<file path="config.mk">
export PLATFORM = sky130hd
export DESIGN_NAME = prio_irq_arb
export DESIGN_NICKNAME = d
export VERILOG_FILES = /design/src/rtl/irq_arb_pkg.sv /design/src/rtl/irq_rst_sync.sv /design/src/rtl/irq_pend_track.sv /design/src/rtl/irq_best_pick.sv /design/src/rtl/prio_irq_arb.sv
export SDC_FILE = /design/constraint.sdc
export NUM_CORES = 1
export LEC_CHECK = 0
export BUFFER_PORTS_ARGS = -buffer_cell sky130_fd_sc_hd__buf_2
export CAP_MARGIN = 20
export CELL_PAD_IN_SITES_DETAIL_PLACEMENT = 1
export CELL_PAD_IN_SITES_GLOBAL_PLACEMENT = 1
export CORE_UTILIZATION = 39
export CTS_CLUSTER_SIZE = 28
export DETAILED_ROUTE_END_ITERATION = 16
export PLACE_DENSITY_LB_ADDON = 0.1
export SYNTH_ARGS = -nofsm -noshare
export SYNTH_HDL_FRONTEND = slang
export SYNTH_HIERARCHICAL = 1
export SYNTH_SLANG_ARGS = --single-unit
</file>
<file path="constraint.sdc">
create_clock -name clk -period 31.6 [get_ports clk]
set_input_delay 1.58 -clock clk [delete_from_list [all_inputs] [get_ports clk]]
set_output_delay 1.58 -clock clk [all_outputs]
set_load 0.01 [all_outputs]
</file>
<file path="src/rtl/irq_arb_pkg.sv">
package irq_arb_pkg;
  localparam int ID_W     = 10;
  localparam int PRIO_W   = 8;
  localparam int ID_BASE  = 32;
  localparam logic [ID_W-1:0] ID_NONE = 10'd1023;
endpackage

</file>
<file path="src/rtl/irq_rst_sync.sv">
module irq_rst_sync (
  input  logic clk,
  input  logic rst_n,
  output logic rst_q
);
  logic [1:0] sync_q;
  always_ff @(posedge clk or negedge rst_n) begin
    if (!rst_n) sync_q <= 2'b00;
    else        sync_q <= {sync_q[0], 1'b1};
  end
  assign rst_q = sync_q[1];
endmodule

</file>
<file path="src/rtl/irq_pend_track.sv">
module irq_pend_track
  import irq_arb_pkg::*;
#(
  parameter int LINES = 32
) (
  input  logic             clk,
  input  logic             rst_n,
  input  logic [LINES-1:0] line_i,
  input  logic [LINES-1:0] en_i,
  input  logic [LINES-1:0] trig_edge_i,
  input  logic             clr_valid_i,
  input  logic [ID_W-1:0]  clr_id_i,
  output logic [LINES-1:0] pend_o
);
  logic [LINES-1:0] lvl_q, lvl_d, pend_q, pend_d, rise, clr_hit;

  for (genvar g = 0; g < LINES; g++) begin : g_line
    localparam logic [ID_W-1:0] MY_ID = ID_W'(ID_BASE + g);
    assign clr_hit[g] = clr_valid_i && (clr_id_i == MY_ID);
    assign rise[g]    = line_i[g] && !lvl_q[g];
  end

  always_comb begin
    lvl_d  = line_i;
    pend_d = (pend_q & ~clr_hit) | (rise & (trig_edge_i | en_i));
  end

  always_ff @(posedge clk or negedge rst_n) begin
    if (!rst_n) begin
      lvl_q  <= '0;
      pend_q <= '0;
    end else begin
      lvl_q  <= lvl_d;
      pend_q <= pend_d;
    end
  end

  assign pend_o = pend_q;
endmodule

</file>
<file path="src/rtl/irq_best_pick.sv">
module irq_best_pick
  import irq_arb_pkg::*;
#(
  parameter int LINES = 32
) (
  input  logic [LINES-1:0]        cand_i,
  input  logic [LINES*PRIO_W-1:0] prio_i,
  output logic [PRIO_W:0]         best_prio_o,
  output logic [ID_W-1:0]         best_id_o
);
  always_comb begin
    best_prio_o = {1'b1, {PRIO_W{1'b0}}};
    best_id_o   = ID_NONE;
    for (int i = 0; i < LINES; i++) begin
      if (cand_i[i] && ({1'b0, prio_i[i*PRIO_W +: PRIO_W]} < best_prio_o)) begin
        best_prio_o = {1'b0, prio_i[i*PRIO_W +: PRIO_W]};
        best_id_o   = ID_W'(ID_BASE + i);
      end
    end
  end
endmodule

</file>
<file path="src/rtl/prio_irq_arb.sv">
module prio_irq_arb
  import irq_arb_pkg::*;
#(
  parameter int NUM_IRQ = 64,
  localparam int LINES  = NUM_IRQ - ID_BASE
) (
  input  logic                    clk,
  input  logic                    rst_n,
  input  logic                    glb_en_i,
  input  logic                    cpu_en_i,
  input  logic [LINES-1:0]        en_i,
  input  logic [LINES-1:0]        trig_edge_i,
  input  logic [LINES*PRIO_W-1:0] prio_i,
  input  logic [PRIO_W-1:0]       pmask_i,
  input  logic [PRIO_W-1:0]       run_pri_i,
  input  logic [LINES-1:0]        irq_line_i,
  input  logic                    clr_valid_i,
  input  logic [ID_W-1:0]         clr_id_i,
  output logic                    irq_o,
  output logic [ID_W-1:0]         id_o
);
  logic rst_q;
  irq_rst_sync u_rst (.clk(clk), .rst_n(rst_n), .rst_q(rst_q));

  // configuration capture
  logic                    glb_q, cpu_q;
  logic [LINES-1:0]        en_q, edge_q;
  logic [LINES*PRIO_W-1:0] prio_q;
  logic [PRIO_W-1:0]       mask_q, run_q;
  logic                    cfg_ce;
  assign cfg_ce = 1'b1;

  always_ff @(posedge clk or negedge rst_q) begin
    if (!rst_q) begin
      glb_q  <= 1'b0;
      cpu_q  <= 1'b0;
      en_q   <= '0;
      edge_q <= '0;
      prio_q <= '0;
      mask_q <= '0;
      run_q  <= '1;
    end else if (cfg_ce) begin
      glb_q  <= glb_en_i;
      cpu_q  <= cpu_en_i;
      en_q   <= en_i;
      edge_q <= trig_edge_i;
      prio_q <= prio_i;
      mask_q <= pmask_i;
      run_q  <= run_pri_i;
    end
  end

  logic [LINES-1:0] pend;
  irq_pend_track #(.LINES(LINES)) u_pend (
    .clk(clk), .rst_n(rst_q), .line_i(irq_line_i), .en_i(en_q),
    .trig_edge_i(edge_q), .clr_valid_i(clr_valid_i), .clr_id_i(clr_id_i),
    .pend_o(pend)
  );

  logic [PRIO_W:0]  best_prio;
  logic [ID_W-1:0]  best_id;
  irq_best_pick #(.LINES(LINES)) u_pick (
    .cand_i(pend & en_q), .prio_i(prio_q),
    .best_prio_o(best_prio), .best_id_o(best_id)
  );

  // output stage
  logic            on, pass_mask, irq_d;
  logic [ID_W-1:0] id_d;
  logic            irq_q;
  logic [ID_W-1:0] id_q;

  always_comb begin
    on        = glb_q && cpu_q;
    pass_mask = on && (best_prio <= {1'b0, mask_q});
    irq_d     = pass_mask && (best_prio < {1'b0, run_q});
    id_d      = pass_mask ? best_id : ID_NONE;
  end

  always_ff @(posedge clk or negedge rst_q) begin
    if (!rst_q) begin
      irq_q <= 1'b0;
      id_q  <= ID_NONE;
    end else begin
      irq_q <= irq_d;
      id_q  <= id_d;
    end
  end

  assign irq_o = irq_q;
  assign id_o  = id_q;
endmodule

</file>
After elaboration in Yosys (flattened, before gate mapping)
Cells that the tools add are included.
Widths: inputs -> output; s select.
{"block": "classes", "n_reduce_logical": 130, "n_bitwise": 6, "n_addsub": 0, "mux": 65, "multipliers": 0, "n_div": 0, "magnitude_cmp": 33, "shifts": 0, "n_eq_ne": 32}
{"operator": "$mux 10", "n": 33}
{"operator": "$eq 10x6->1 const B", "n": 32}
{"operator": "$mux 9", "n": 32}
{"operator": "$lt 8x9->1", "n": 31}
{"operator": "$logic_and 1x1->1", "n": 98}
{"operator": "$and 32x32->32", "n": 3}
{"operator": "$or 32x32->32", "n": 2}
{"operator": "$logic_not 1->1", "n": 32}
{"operator": "$not 32->32", "n": 1}
{"operator": "$le 9x8->1", "n": 1}
{"operator": "$lt 9x8->1", "n": 1}
{"block": "totals", "out_inout_bits": 11, "latch_bits": 0, "in_bits": 383, "n_memories": 0, "elab_cells": 278, "ram_bits": 0, "romBits": 0, "ff_bits": 415}

Depth between registers and ports, before layout
Gate-level depths: netlist of run 1.
{"block": "logic_depth", "word_depth": 98, "depth_mapped": 372, "depth_no_buf": 333}

Cells and area by module
The synthesis of run 1 kept the hierarchy.
{"mod": "irq_best_pick", "cells_per_inst": 1646, "seq_area_each_um2": 0.0, "area_each_um2": 10995.5, "instances": 1}
{"mod": "prio_irq_arb", "cells_per_inst": 445, "seq_area_each_um2": 8755.9, "area_each_um2": 9432.8, "instances": 1}
{"mod": "irq_pend_track", "cells_per_inst": 223, "seq_area_each_um2": 1601.5, "area_each_um2": 2598.7, "instances": 1}
{"mod": "irq_rst_sync", "cells_per_inst": 3, "seq_area_each_um2": 50.0, "area_each_um2": 53.8, "instances": 1}

Worst setup path before layout of run 1
OpenSTA, ideal clock, no wires.
{"block": "synth_timing", "path_type": "reg2reg", "from": "register u_pend.pend_q[0] (netlist: u_pend/pend_o[0])", "to": "register id_q[0] (netlist: id_o[0])", "stages_incl_launch_ff": 349, "setup_slack_ns": -27.247, "n_path_buf": 38, "synth_period_minus_slack_ns": 58.847, "required_time_ns": 31.512, "arrival_ns": 58.759, "setup_time_ns": 0.088, "cell_sequence": "dfrtp_1 and2_1 buf_4 buf_4 nand2_1 ha_1 nand4_1 or3_1 and3_1 buf_2 clkbuf_1 nor2_1 a21oi_1 ha_1 a211o_1 a221oi_1 nand2_1 a311o_1 [313 not listed] nor2_1 inv_1 o31a_1 buf_2 mux2i_1 ha_1 a21o_1 a21oi_1 o2111ai_1 o41a_1 buf_6 mux2i_1 ha_1 a21o_1 a211oi_2 a22oi_2 buf_6 or3_1"}
{"block": "synth_via", "elab_chain_len": 98, "elab_cells_between_ends": 130, "classes_between": "order compare (32); mux (65); bitwise (1); reduce/logical (32)"}
{"item": "from (decl)", "line_no": "irq_pend_track.sv:15", "rtl": "logic [LINES-1:0] lvl_q, lvl_d, pend_q, pend_d, rise, clr_hit;"}
{"item": "from (signal assigned)", "line_no": "irq_pend_track.sv:34", "rtl": "pend_q <= pend_d;"}
{"item": "$and 32x32->32 *", "line_no": "prio_irq_arb.sv:63", "rtl": ".cand_i(pend & en_q), .prio_i(prio_q),"}
{"item": "$mux 9 *", "line_no": "irq_best_pick.sv:15", "rtl": "if (cand_i[i] && ({1'b0, prio_i[i*PRIO_W +: PRIO_W]} < best_prio_o)) begin"}
{"item": "$lt 8x9->1", "line_no": "irq_best_pick.sv:15"}
{"item": "$logic_and 1x1->1", "line_no": "irq_best_pick.sv:15"}
{"item": "$mux 9 *", "line_no": "irq_best_pick.sv:15"}
{"item": "$lt 8x9->1", "line_no": "irq_best_pick.sv:15"}
{"item": "$logic_and 1x1->1", "line_no": "irq_best_pick.sv:15"}
{"item": "$mux 9 *", "line_no": "irq_best_pick.sv:15"}
{"item": "[84 not listed]"}
{"item": "$lt 8x9->1", "line_no": "irq_best_pick.sv:15"}
{"item": "$logic_and 1x1->1", "line_no": "irq_best_pick.sv:15"}
{"item": "$mux 9 *", "line_no": "irq_best_pick.sv:15"}
{"item": "named net best_prio[6]", "line_no": "prio_irq_arb.sv:60", "rtl": "logic [PRIO_W:0] best_prio;"}
{"item": "$le 9x8->1 *", "line_no": "prio_irq_arb.sv:75", "rtl": "pass_mask = on && (best_prio <= {1'b0, mask_q});"}
{"item": "$logic_and 1x1->1 *", "line_no": "prio_irq_arb.sv:75"}
{"item": "$mux 10 *", "line_no": "prio_irq_arb.sv:77", "rtl": "id_d = pass_mask ? best_id : ID_NONE;"}
{"item": "named net id_d[0]", "line_no": "prio_irq_arb.sv:69", "rtl": "logic [ID_W-1:0] id_d;"}
{"item": "to (signal assigned)", "line_no": "prio_irq_arb.sv:86", "rtl": "id_q <= id_d;"}
{"item": "to (decl)", "line_no": "prio_irq_arb.sv:71", "rtl": "logic [ID_W-1:0] id_q;"}
Mark *: on every way through the listed nets, which the timed path passes. The rest lies on a longest branch.

Worst setup path after layout of run 1
{"block": "layout_timing", "from": "register en_q[0]", "to": "register id_q[2] (netlist: id_o[2])"}
{"block": "layout_via", "elab_chain_len": 98, "elab_cells_between_ends": 130, "classes_between": "order compare (32); mux (65); bitwise (1); reduce/logical (32)"}
{"item": "from (decl)", "line_no": "prio_irq_arb.sv:27", "rtl": "logic [LINES-1:0] en_q, edge_q;"}
{"item": "from (signal assigned)", "line_no": "prio_irq_arb.sv:45", "rtl": "en_q <= en_i;"}
{"item": "$and 32x32->32 *", "line_no": "prio_irq_arb.sv:63"}
{"item": "$mux 9 *", "line_no": "irq_best_pick.sv:15"}
{"item": "$lt 8x9->1", "line_no": "irq_best_pick.sv:15"}
{"item": "$logic_and 1x1->1", "line_no": "irq_best_pick.sv:15"}
{"item": "$mux 9 *", "line_no": "irq_best_pick.sv:15"}
{"item": "$lt 8x9->1", "line_no": "irq_best_pick.sv:15"}
{"item": "$logic_and 1x1->1", "line_no": "irq_best_pick.sv:15"}
{"item": "$mux 9 *", "line_no": "irq_best_pick.sv:15"}
{"item": "[84 not listed]"}
{"item": "$lt 8x9->1", "line_no": "irq_best_pick.sv:15"}
{"item": "$logic_and 1x1->1", "line_no": "irq_best_pick.sv:15"}
{"item": "$mux 9 *", "line_no": "irq_best_pick.sv:15"}
{"item": "named net best_prio[6]", "line_no": "prio_irq_arb.sv:60"}
{"item": "$le 9x8->1 *", "line_no": "prio_irq_arb.sv:75"}
{"item": "$logic_and 1x1->1 *", "line_no": "prio_irq_arb.sv:75"}
{"item": "$mux 10 *", "line_no": "prio_irq_arb.sv:77"}
{"item": "named net id_d[2]", "line_no": "prio_irq_arb.sv:69"}
Marks and branches as above.

==> summary.txt, run 1 <==
status - complete, but fails checks
violated checks - setup timing
clock period minus worst slack - 55.91 ns
DRT Pass-1 Iters - 5
total number of vias - 24500
Synth cell types - 120
setup TNS - -242.70 ns
post-synthesis register bit count - 415
Post-synth EDFFs - 0
GR Overflow Total - 0
initial core utilization - 0.397
crit-path most repeated cell - o21ai_2
fin crit share - 1.77
cell taking the most area after synthesis - dfrtp_1
Chip Height - 245 um
average wire per standard cell - 24.9 um
Slew @ Worst Pin - 1.33 ns
slowest stage delay, CP - 0.43 ns
top-level I/O count - 394
Clock Latency Late Sink - 0.61 ns
Critical Path AT - 56.44 ns
top cells by count, synth - 397 x dfrtp_1, 226 x inv_1, 204 x ha_1, 204 x nand2_1, 168 x o21ai_0
setup ws final - -24.31 ns
CTS Hold Bufs - 0
Mapped Nets - 2904
YS warnings - 6
Area growth syn-to-layout - 60.8%
PortBufs - 393
DRC Markers - 0
most frequent cell after synthesis - dfrtp_1
synth top area cells - dfrtp_1 43%, ha_1 11%, inv_1 3.7%, o21ai_0 3.6%, a21oi_1 3.4%
total track usage - 0.313
Slew Viols, Final - 0
top_reg_cell synth - dfrtp_1
clock-pin slew on the worst setup and hold paths - 0.06 ns
critical path's slowest cell - or3_4
Worst EP required - 32.12 ns
post-synthesis sequential area ratio - 0.451
layout cell share with drive strength beyond 1 - 0.538
Final nets - 4156
Synth top area share - 0.430
crit path kind - reg2reg
# clock sinks - 415
HP Class - reg2async
Final Hold Vio Count - 0
Synth Cell Area - 23100 um^2
Post-Syn Area per Cell - 9.96 um^2
CP max FO - 8
H-tree depth - 2
max-cap violation count - 0
startpoint types - register
Crit. End Element - register
CTS tree - done
initial antenna violation count - 24
antenna viol nets, final - 0
DIE WIDTH - 245 um
vias in the first global route - 26100
max_slew headroom - 0.104
die area - 60200 um^2
fmax - 17.9 MHz
CTS Buf Count - 45
final WL - 109000 um
clk_skew - 0.0141 ns
Root Driver - clkbuf_16
first-pass GRT wire length - 145000 um
synthesized instance count - 2317
# setup viols final - 10
Avg Vias per Cell - 5.59
Rows - 88
Max clock buf depth - 3
gpl congestion - 0.899
hpwl dp - 69900 um
drt initial violations - 1170
largest net degree at the start of global routing - 176
Core Footprint - 58100 um^2
async set-or-reset flop fraction in the synthesized netlist - 1.00
RSZ-0062 raised after global routing - true
==> per-layer routing <==
layer,part of all wire,up-vias,track usage
li1,-,10900,-
met1,0.38,12300,0.359
met2,0.51,873,0.558
met3,0.057,407,0.0621
met4,0.060,28,0.145
met5,0.0016,-,0
==> worst max-delay path: cells and delay by family, from the launching register on <==
family                   cells  cell delay [ns]
flip-flops                   1             0.37
AND/OR/NAND/NOR             75            10.84
multiplexers                10             2.35
AO/OA/AOI/OAI              161            28.13
buffers and inverters       48             5.73
adder cells (fa/ha/maj)     33             8.18
==> area by class of cell <==
class,count,area [um^2]
clock buffer,63,1250
fill,6350,21000
tap,765,957
inverter,226,856
clock inverter,19,188
antenna,7,17.5
timing repair buffer,1255,8670
multi-input combinational,1626,14800
sequential,415,10400
==> flip-flops by register name, summed over array words and instances, names as in the netlist <==
signal,count
prio_q,256
mask_q,8
edge_q,32
id_o,10
run_q,8
glb_q,1
u_pend/pend_o,32
en_q,32
u_pend/lvl_q,32
cpu_q,1
irq_o,1
u_rst/sync_q,2
==> path summary, 6_finish.rpt <==
path,from,endpoint,slack (ns),depth (start not counted)
setup / recovery,en_q[0]$_DFF_PN0_,id_o[2]$_DFF_PN1_,-24.31,327
hold / removal,u_rst/sync_q[1]$_DFF_PN0_,u_pend/lvl_q[31]$_DFF_PN0_,0.27,0
setup reg to reg,en_q[0]$_DFF_PN0_,id_o[2]$_DFF_PN1_,-24.31,327
hold reg to reg,u_rst/sync_q[1]$_DFF_PN0_,u_pend/lvl_q[31]$_DFF_PN0_,0.27,0
max in group asynchronous,u_rst/sync_q[1]$_DFF_PN0_,prio_q[161]$_DFF_PN0_,29.75,2
min in group clk,u_rst/sync_q[0]$_DFF_PN0_,u_rst/sync_q[1]$_DFF_PN0_,0.36,0
==> placed cells by master, fill, tap and decap left out, drive strengths merged, types with 26 or more instances in the layout <==
master,n
clkbuf,64
nor2b,29
a21o,69
mux2i,43
buf,1254
o21a,38
a21oi,161
ha,204
and2,50
o41ai,34
dfrtp,397
inv,227
nor2,133
o211ai,53
nand3,26
mux2,37
o21ai,182
nand2,205
==> logic make-up (layout without fill, tap and decap cells) <==
logic type / after synthesis / count (layout) / share of synthesized area
flip-flops: 415 / 415 / 0.451
AND/OR/NAND/NOR: 609 / 612 / 0.133
multiplexers: 80 / 80 / 0.0379
AO/OA/AOI/OAI: 721 / 727 / 0.215
buffers and inverters: 285 / 1563 / 0.0523
other: 2 / 9 / 0.000325
adder cells (fa/ha/maj): 205 / 205 / 0.111
==> per-stage QoR <==
step	cells	setup WS [ns]	utilization	cell area [um^2]	hold WS [ns]
final	4376	-24.31	0.638	37100	0.268
after global routing	4374	-26.32	0.638	37100	0.303
after CTS	4268	-21.37	0.598	34800	0.359
after detailed placement	3986	-25.29	0.524	30400	0.345
after global placement	3986	-22.79	0.524	30400	0.341
after floorplan	2317	-22.23	-	23800	0.331
==> timing repair <==
action,4_1_cts,5_1_grt
gates cloned,9,0
gates resized for setup,296,335
buffers inserted,192,100
pin swaps,195,206
endpoints found under the setup margin,10,10
Power of run 1 is not shown: default switching activity piles up to over one toggle a cycle in this logic, so the estimate is an artifact.
==> inputs of run 2 (changes only) <==
Settings changed: TNS_END_PERCENT set to 5.
==> run 2 against run 1 <==
The run still ends with setup timing left. Setup slack improved by 0.23 ns. Cell count decreased by 3.5%. Critical path type unchanged. Non-clock buffer count decreased by 152. Clock skew increased by 0.0016 ns.
==> summary.txt, run 2 (synthesis gave the netlist of run 1 again) <==
status - complete, but fails checks
violated checks - setup timing
final instance area - 34600 um^2 (-6.7%)
family with the most delay on the worst path - compound AO/OA/AOI/OAI gates
layout cell share with drive strength beyond 1 - 0.469 (-0.0693)
top-level I/O count - 394 (unchanged)
crit path kind - reg2reg
drt initial violations - 1021 (-13%)
Critical Path Source - u_pend/pend_o[0]$_DFF_PN0_
Root Driver - clkbuf_16
CP max FO - 8 (unchanged)
H-tree depth - 2 (unchanged)
max-cap violation count - 0 (unchanged)
max_slew headroom - 0.345 (+0.242)
setup ws final - -24.08 ns (+0.229 ns)
PortBufs - 393 (unchanged)
end of the worst register-to-register path - id_o[4]$_DFF_PN1_
Final nets - 4002 (-3.7%)
die area - 60200 um^2 (unchanged)
Layout Cells excl Fill - 4221 (-3.5%)
# clock sinks - 415 (unchanged)
Final Hold Vio Count - 0 (unchanged)
reg-to-reg slack, setup - -24.08 ns (+0.23 ns)
Fillers - 6556 (+3.2%)
Top reg by flops - prio_q
RSZ-0062 raised after global routing - true
DIE WIDTH - 245 um (unchanged)
average wire per standard cell - 22.7 um (-8.7%)
crit-path most repeated cell - buf_4
Area growth syn-to-layout - 50.0%
initial core utilization - 0.397 (unchanged)
most frequent cells in the layout - 690 x buf_4, 396 x dfrtp_1, 395 x buf_2
DRC Markers - 0 (unchanged)
Levels on crit path - 329 (+0.61%)
critical path's slowest cell - or3_4
CTS Buf Count - 45 (unchanged)
initial antenna violation count - 20 (-17%)
slowest stage delay, CP - 0.47 ns (+0.04 ns)
worst r2r path cells - 329 (+0.61%)
Critical Path AT - 56.20 ns (-0.24 ns)
startpoint types - register
Crit. End Element - register
dpl cell area - 30100 um^2 (-1.1%)
crit path to - id_o[4]$_DFF_PN1_
HP Class - reg2reg
antenna viol nets, final - 0 (unchanged)
largest net degree at the start of global routing - 86 (-51%)
Clock Latency Late Sink - 0.60 ns (about the same)
Slew @ Worst Pin - 0.957 ns (-0.377 ns)
gpl congestion - 0.921 (+2.5%)
Chip Height - 245 um (unchanged)
worst r2r src - u_pend/pend_o[0]$_DFF_PN0_
Rows - 88 (unchanged)
clock-pin slew on the worst setup and hold paths - 0.06 ns (about the same)
Largest register FFs - 256 (unchanged)
total track usage - 0.312 (-0.00153)
Core Footprint - 58100 um^2 (unchanged)
hpwl dp - 69000 um (-1.3%)
GR Overflow Total - 0 (unchanged)
fin crit share - 1.76 (-0.00726)
Worst EP required - 32.12 ns (about the same)
fmax - 18.0 MHz (+0.41%)
dpl cells - 3957 (-0.73%)
most common cell after layout, fill and taps aside - buf_4
# setup viols final - 10 (unchanged)
Avg Vias per Cell - 5.47 (-2.1%)
vias in the first global route - 26000 (-0.38%)
final WL - 95900 um (-12%)
total number of vias - 23100 (-5.6%)
setup TNS - -240.26 ns (+2.44 ns)
Max clock buf depth - 3 (unchanged)
first-pass GRT wire length - 145000 um (+0.31%)
CTS tree - done
DRT Pass-1 Iters - 5 (unchanged)
Slew Viols, Final - 0 (unchanged)
crit path buf inv count - 62 (+29%)
clk_skew - 0.0157 ns (+0.00158 ns)
clock period minus worst slack - 55.68 ns (-0.229 ns)
-- run 2: area by class of cell --
cell class / count / area (um^2) / share of cell area
diodes: 6 / 15.0 / 0.000434
clock buffers: 61 / 1240 / 0.0357
clock inverters: 21 / 240 / 0.00694
inverters: 226 / 848 / 0.0245
multi-input cells: 1624 / 13500 / 0.391
flip-flops and latches: 415 / 10400 / 0.301
well taps: 765 / 957 / 0.0276
repair buffers: 1103 / 7400 / 0.214
-- run 2: worst min path at each step --
stage,end,from,cells past startpoint,slack [ns]
4_1_cts,u_rst/sync_q[1]$_DFF_PN0_,u_rst/sync_q[0]$_DFF_PN0_,0,0.36
6_report,u_rst/sync_q[1]$_DFF_PN0_,u_rst/sync_q[0]$_DFF_PN0_,0,0.36
3_3_place_gp,u_rst/sync_q[1]$_DFF_PN0_,u_rst/sync_q[0]$_DFF_PN0_,0,0.34
5_1_grt,u_rst/sync_q[1]$_DFF_PN0_,u_rst/sync_q[0]$_DFF_PN0_,0,0.38
3_5_place_dp,u_rst/sync_q[1]$_DFF_PN0_,u_rst/sync_q[0]$_DFF_PN0_,0,0.34
2_1_floorplan,u_rst/sync_q[1]$_DFF_PN0_,u_rst/sync_q[0]$_DFF_PN0_,0,0.33
-- run 2: metrics by stage --
stage / util / worst slack (ns) / hold slack, ns
final: 0.596 / -24.08 / 0.360
after global routing: 0.596 / -26.52 / 0.375
after CTS: 0.585 / -21.75 / 0.358
after detailed placement: 0.518 / -25.93 / 0.340
after global placement: 0.518 / -23.11 / 0.342
after floorplan: - / -22.75 / 0.331
-- run 2: timing repair --
| item | 4_1_cts | 5_1_grt |
|---|---|---|
| hold buffers | 0 | 0 |
| setup buffers | 136 | 31 |
| pin swaps | 165 | 82 |
| cloned | 8 | 0 |
| hold endpoints to repair | 0 | 0 |
| setup endpoints to repair | 10 | 10 |
| resized for setup | 293 | 81 |
-- run 2: metal layers --
metal	GRT usage	wire [um]	vias up
met2	0.557	48300	697
met5	0	166	-
li1	-	-	10600
met3	0.0566	4730	266
met4	0.131	4380	26
met1	0.364	38400	11500
-- run 2: worst register-to-register path: cells and delay by family, from the launching register on --
kind | cells | cell delay (ns)
AOI/OAI and AO/OA | 160 | 26.49
and+or+nand+nor | 64 | 9.82
buffers and inverters | 62 | 7.73
adders and majority gates | 32 | 8.35
DFF | 1 | 0.38
muxes | 11 | 2.81
Power of run 2 is left out for the same reason.
==> inputs of run 3 (changes only) <==
Settings changed: REMOVE_ABC_BUFFERS set to 1.
==> run 3 against run 2 <==
The flow still finishes with violations (setup timing). Setup slack got worse by 0.37 ns. First-iteration DRC count fell by 19%. Via count grew 1.1%. Sequential share of layout area fell by 1.0 points. Critical path depth down 4. Fmax down 0.66%. Global-route usage decreased by 1.3 points. Register-to-register slack lost 0.37 ns. Core utilization rose by 2.1 points. Worst hold slack worse by 0.032 ns.
==> summary.txt, run 3 (synthesis gave the netlist of run 1 again) <==
Critical Path AT - 56.59 ns (+0.39 ns)
GR Overflow Total - 0 (unchanged)
# clock sinks - 415 (unchanged)
H-tree depth - 2 (unchanged)
fin crit share - 1.77 (+0.0117)
Setup WS pre-CTS - -28.32 ns (-2.39 ns)
worst r2r src - u_pend/pend_o[0]$_DFF_PN0_
first-pass GRT wire length - 140000 um (-3.8%)
CP max FO - 8 (unchanged)
clk_skew - 0.0251 ns (+0.00935 ns)
Slew Viols, Final - 0 (unchanged)
# setup viols final - 10 (unchanged)
reg-to-reg slack, setup - -24.45 ns (-0.37 ns)
total number of vias - 23300 (+1.1%)
largest net degree at the start of global routing - 158 (+84%)
HP Class - reg2async
Chip Height - 245 um (unchanged)
RSZ-0062 raised after global routing - true
max_slew headroom - 0.245 (-0.101)
Slew @ Worst Pin - 1.12 ns (+0.167 ns)
CTS Buf Count - 46 (+2.2%)
setup ws final - -24.45 ns (-0.371 ns)
max-cap violation count - 0 (unchanged)
most common cell after layout, fill and taps aside - buf_4
Avg Vias per Cell - 5.45 (-0.46%)
clock period minus worst slack - 56.05 ns (+0.371 ns)
crit-path most repeated cell - a21oi_2
Clock Latency Late Sink - 0.62 ns (+0.02 ns)
Rows - 88 (unchanged)
final WL - 99300 um (+3.5%)
DRT Pass-1 Iters - 5 (unchanged)
antenna viol nets, final - 0 (unchanged)
crit path buf inv count - 55 (-11%)
violated checks - setup timing
DR WL met3 - 4250 um (-10%)
Core Footprint - 58100 um^2 (unchanged)
Final Hold Vio Count - 0 (unchanged)
Crit. End Element - register
Worst EP required - 32.14 ns (+0.02 ns)
critical path's slowest cell - or4_1
startpoint types - register
total track usage - 0.299 (-0.0129)
CTS Hold Bufs - 0 (unchanged)
DIE WIDTH - 245 um (unchanged)
top-level I/O count - 394 (unchanged)
Critical Path Source - u_pend/pend_o[0]$_DFF_PN0_
clock-pin slew on the worst setup and hold paths - 0.06 ns (about the same)
drt initial violations - 829 (-19%)
Root Driver - clkbuf_16
Top reg by flops - prio_q
PortBufs - 393 (unchanged)
Max clock buf depth - 3 (unchanged)
average wire per standard cell - 23.2 um (+2.0%)
slowest stage delay, CP - 0.54 ns (+0.07 ns)
Largest register FFs - 256 (unchanged)
family with the most delay on the worst path - compound AO/OA/AOI/OAI gates
status - complete, but fails checks
initial core utilization - 0.397 (unchanged)
most frequent cells in the layout - 736 x buf_4, 396 x dfrtp_1, 395 x buf_2
crit path kind - reg2reg
setup TNS - -243.97 ns (-3.71 ns)
vias in the first global route - 25500 (-1.6%)
layout cell share with drive strength beyond 1 - 0.501 (+0.0316)
die area - 60200 um^2 (unchanged)
routed wire length on met2 - 51900 um (+7.5%)
CTS tree - done
fmax - 17.8 MHz (-0.66%)
M1 wire length - 38200 um (-0.50%)
hpwl dp - 69300 um (+0.43%)
gpl congestion - 0.941 (+2.2%)
Area growth syn-to-layout - 55.3%
Final nets - 4067 (+1.6%)
DRC Markers - 0 (unchanged)
initial antenna violation count - 11 (-45%)
max layer used - met5
run 3: changes by cell type in the layout (fill, tap and decap cells not counted), moves of 5 or more:
cell      delta
a21oi_1      -9
a21oi_2      +7
buf_4       +46
buf_6       +19
clkinv_2     +5
ha_1        -27
ha_4        +25
inv_1       -14
inv_2       +12
mux2i_1      -9
mux2i_4     +12
nor2_1       -5
o21ai_0      -5
o21ai_2      +7
run 3: path summary, 6_finish.rpt:
path / depth (start not counted) / to
max: 325 / id_o[3]$_DFF_PN1_
min: 0 / edge_q[29]$_DFF_PN0_
max reg2reg: 325 / id_o[3]$_DFF_PN1_
min reg2reg: 0 / edge_q[29]$_DFF_PN0_
max in group asynchronous: 3 / prio_q[54]$_DFF_PN0_
min in group clk: 0 / u_rst/sync_q[1]$_DFF_PN0_
run 3: worst reg2reg max path: cells and delay by family (launching register included):
| family | cells | cell delay (ns) |
|---|---|---|
| multiplexers | 10 | 2.76 |
| flip-flops | 1 | 0.39 |
| adder cells (fa/ha/maj) | 31 | 7.75 |
| AND/OR/NAND/NOR | 69 | 10.80 |
| buffers and inverters | 55 | 6.76 |
| AO/OA/AOI/OAI | 160 | 27.48 |
run 3: cell type report:
cell class,count,area [um^2]
Fill cell,6426,22300
Multi-Input combinational cell,1620,14100
Sequential cell,415,10400
Timing Repair Buffer,1171,8020
Clock buffer,63,1290
Tap cell,765,957
Inverter,226,853
Clock inverter,21,244
Antenna cell,4,10.0
run 3: timing repair:
item / in CTS / in global routing
gates resized for setup: 281 / 333
buffers inserted: 109 / 89
endpoints found under the setup margin: 10 / 10
pin swaps: 102 / 231
endpoints found under the hold margin: 0 / 0
cloned: 4 / 2
run 3: layer usage:
metal | up-vias | global-route usage
li1 | 10700 | -
met1 | 11700 | 0.343
met2 | 653 | 0.545
met3 | 286 | 0.0479
met4 | 18 | 0.128
met5 | - | 0
run 3: through the flow:
stage               cells   util  hold WS, ns  instance area, um^2
floorplan            2258      -        0.331                22700
global placement     3991  0.516        0.328                30000
detailed placement   3991  0.516        0.342                30000
CTS                  4188  0.575        0.353                33400
global route         4281  0.617        0.359                35800
finish               4285  0.617        0.328                35900
Power of run 3 is left out for the same reason.
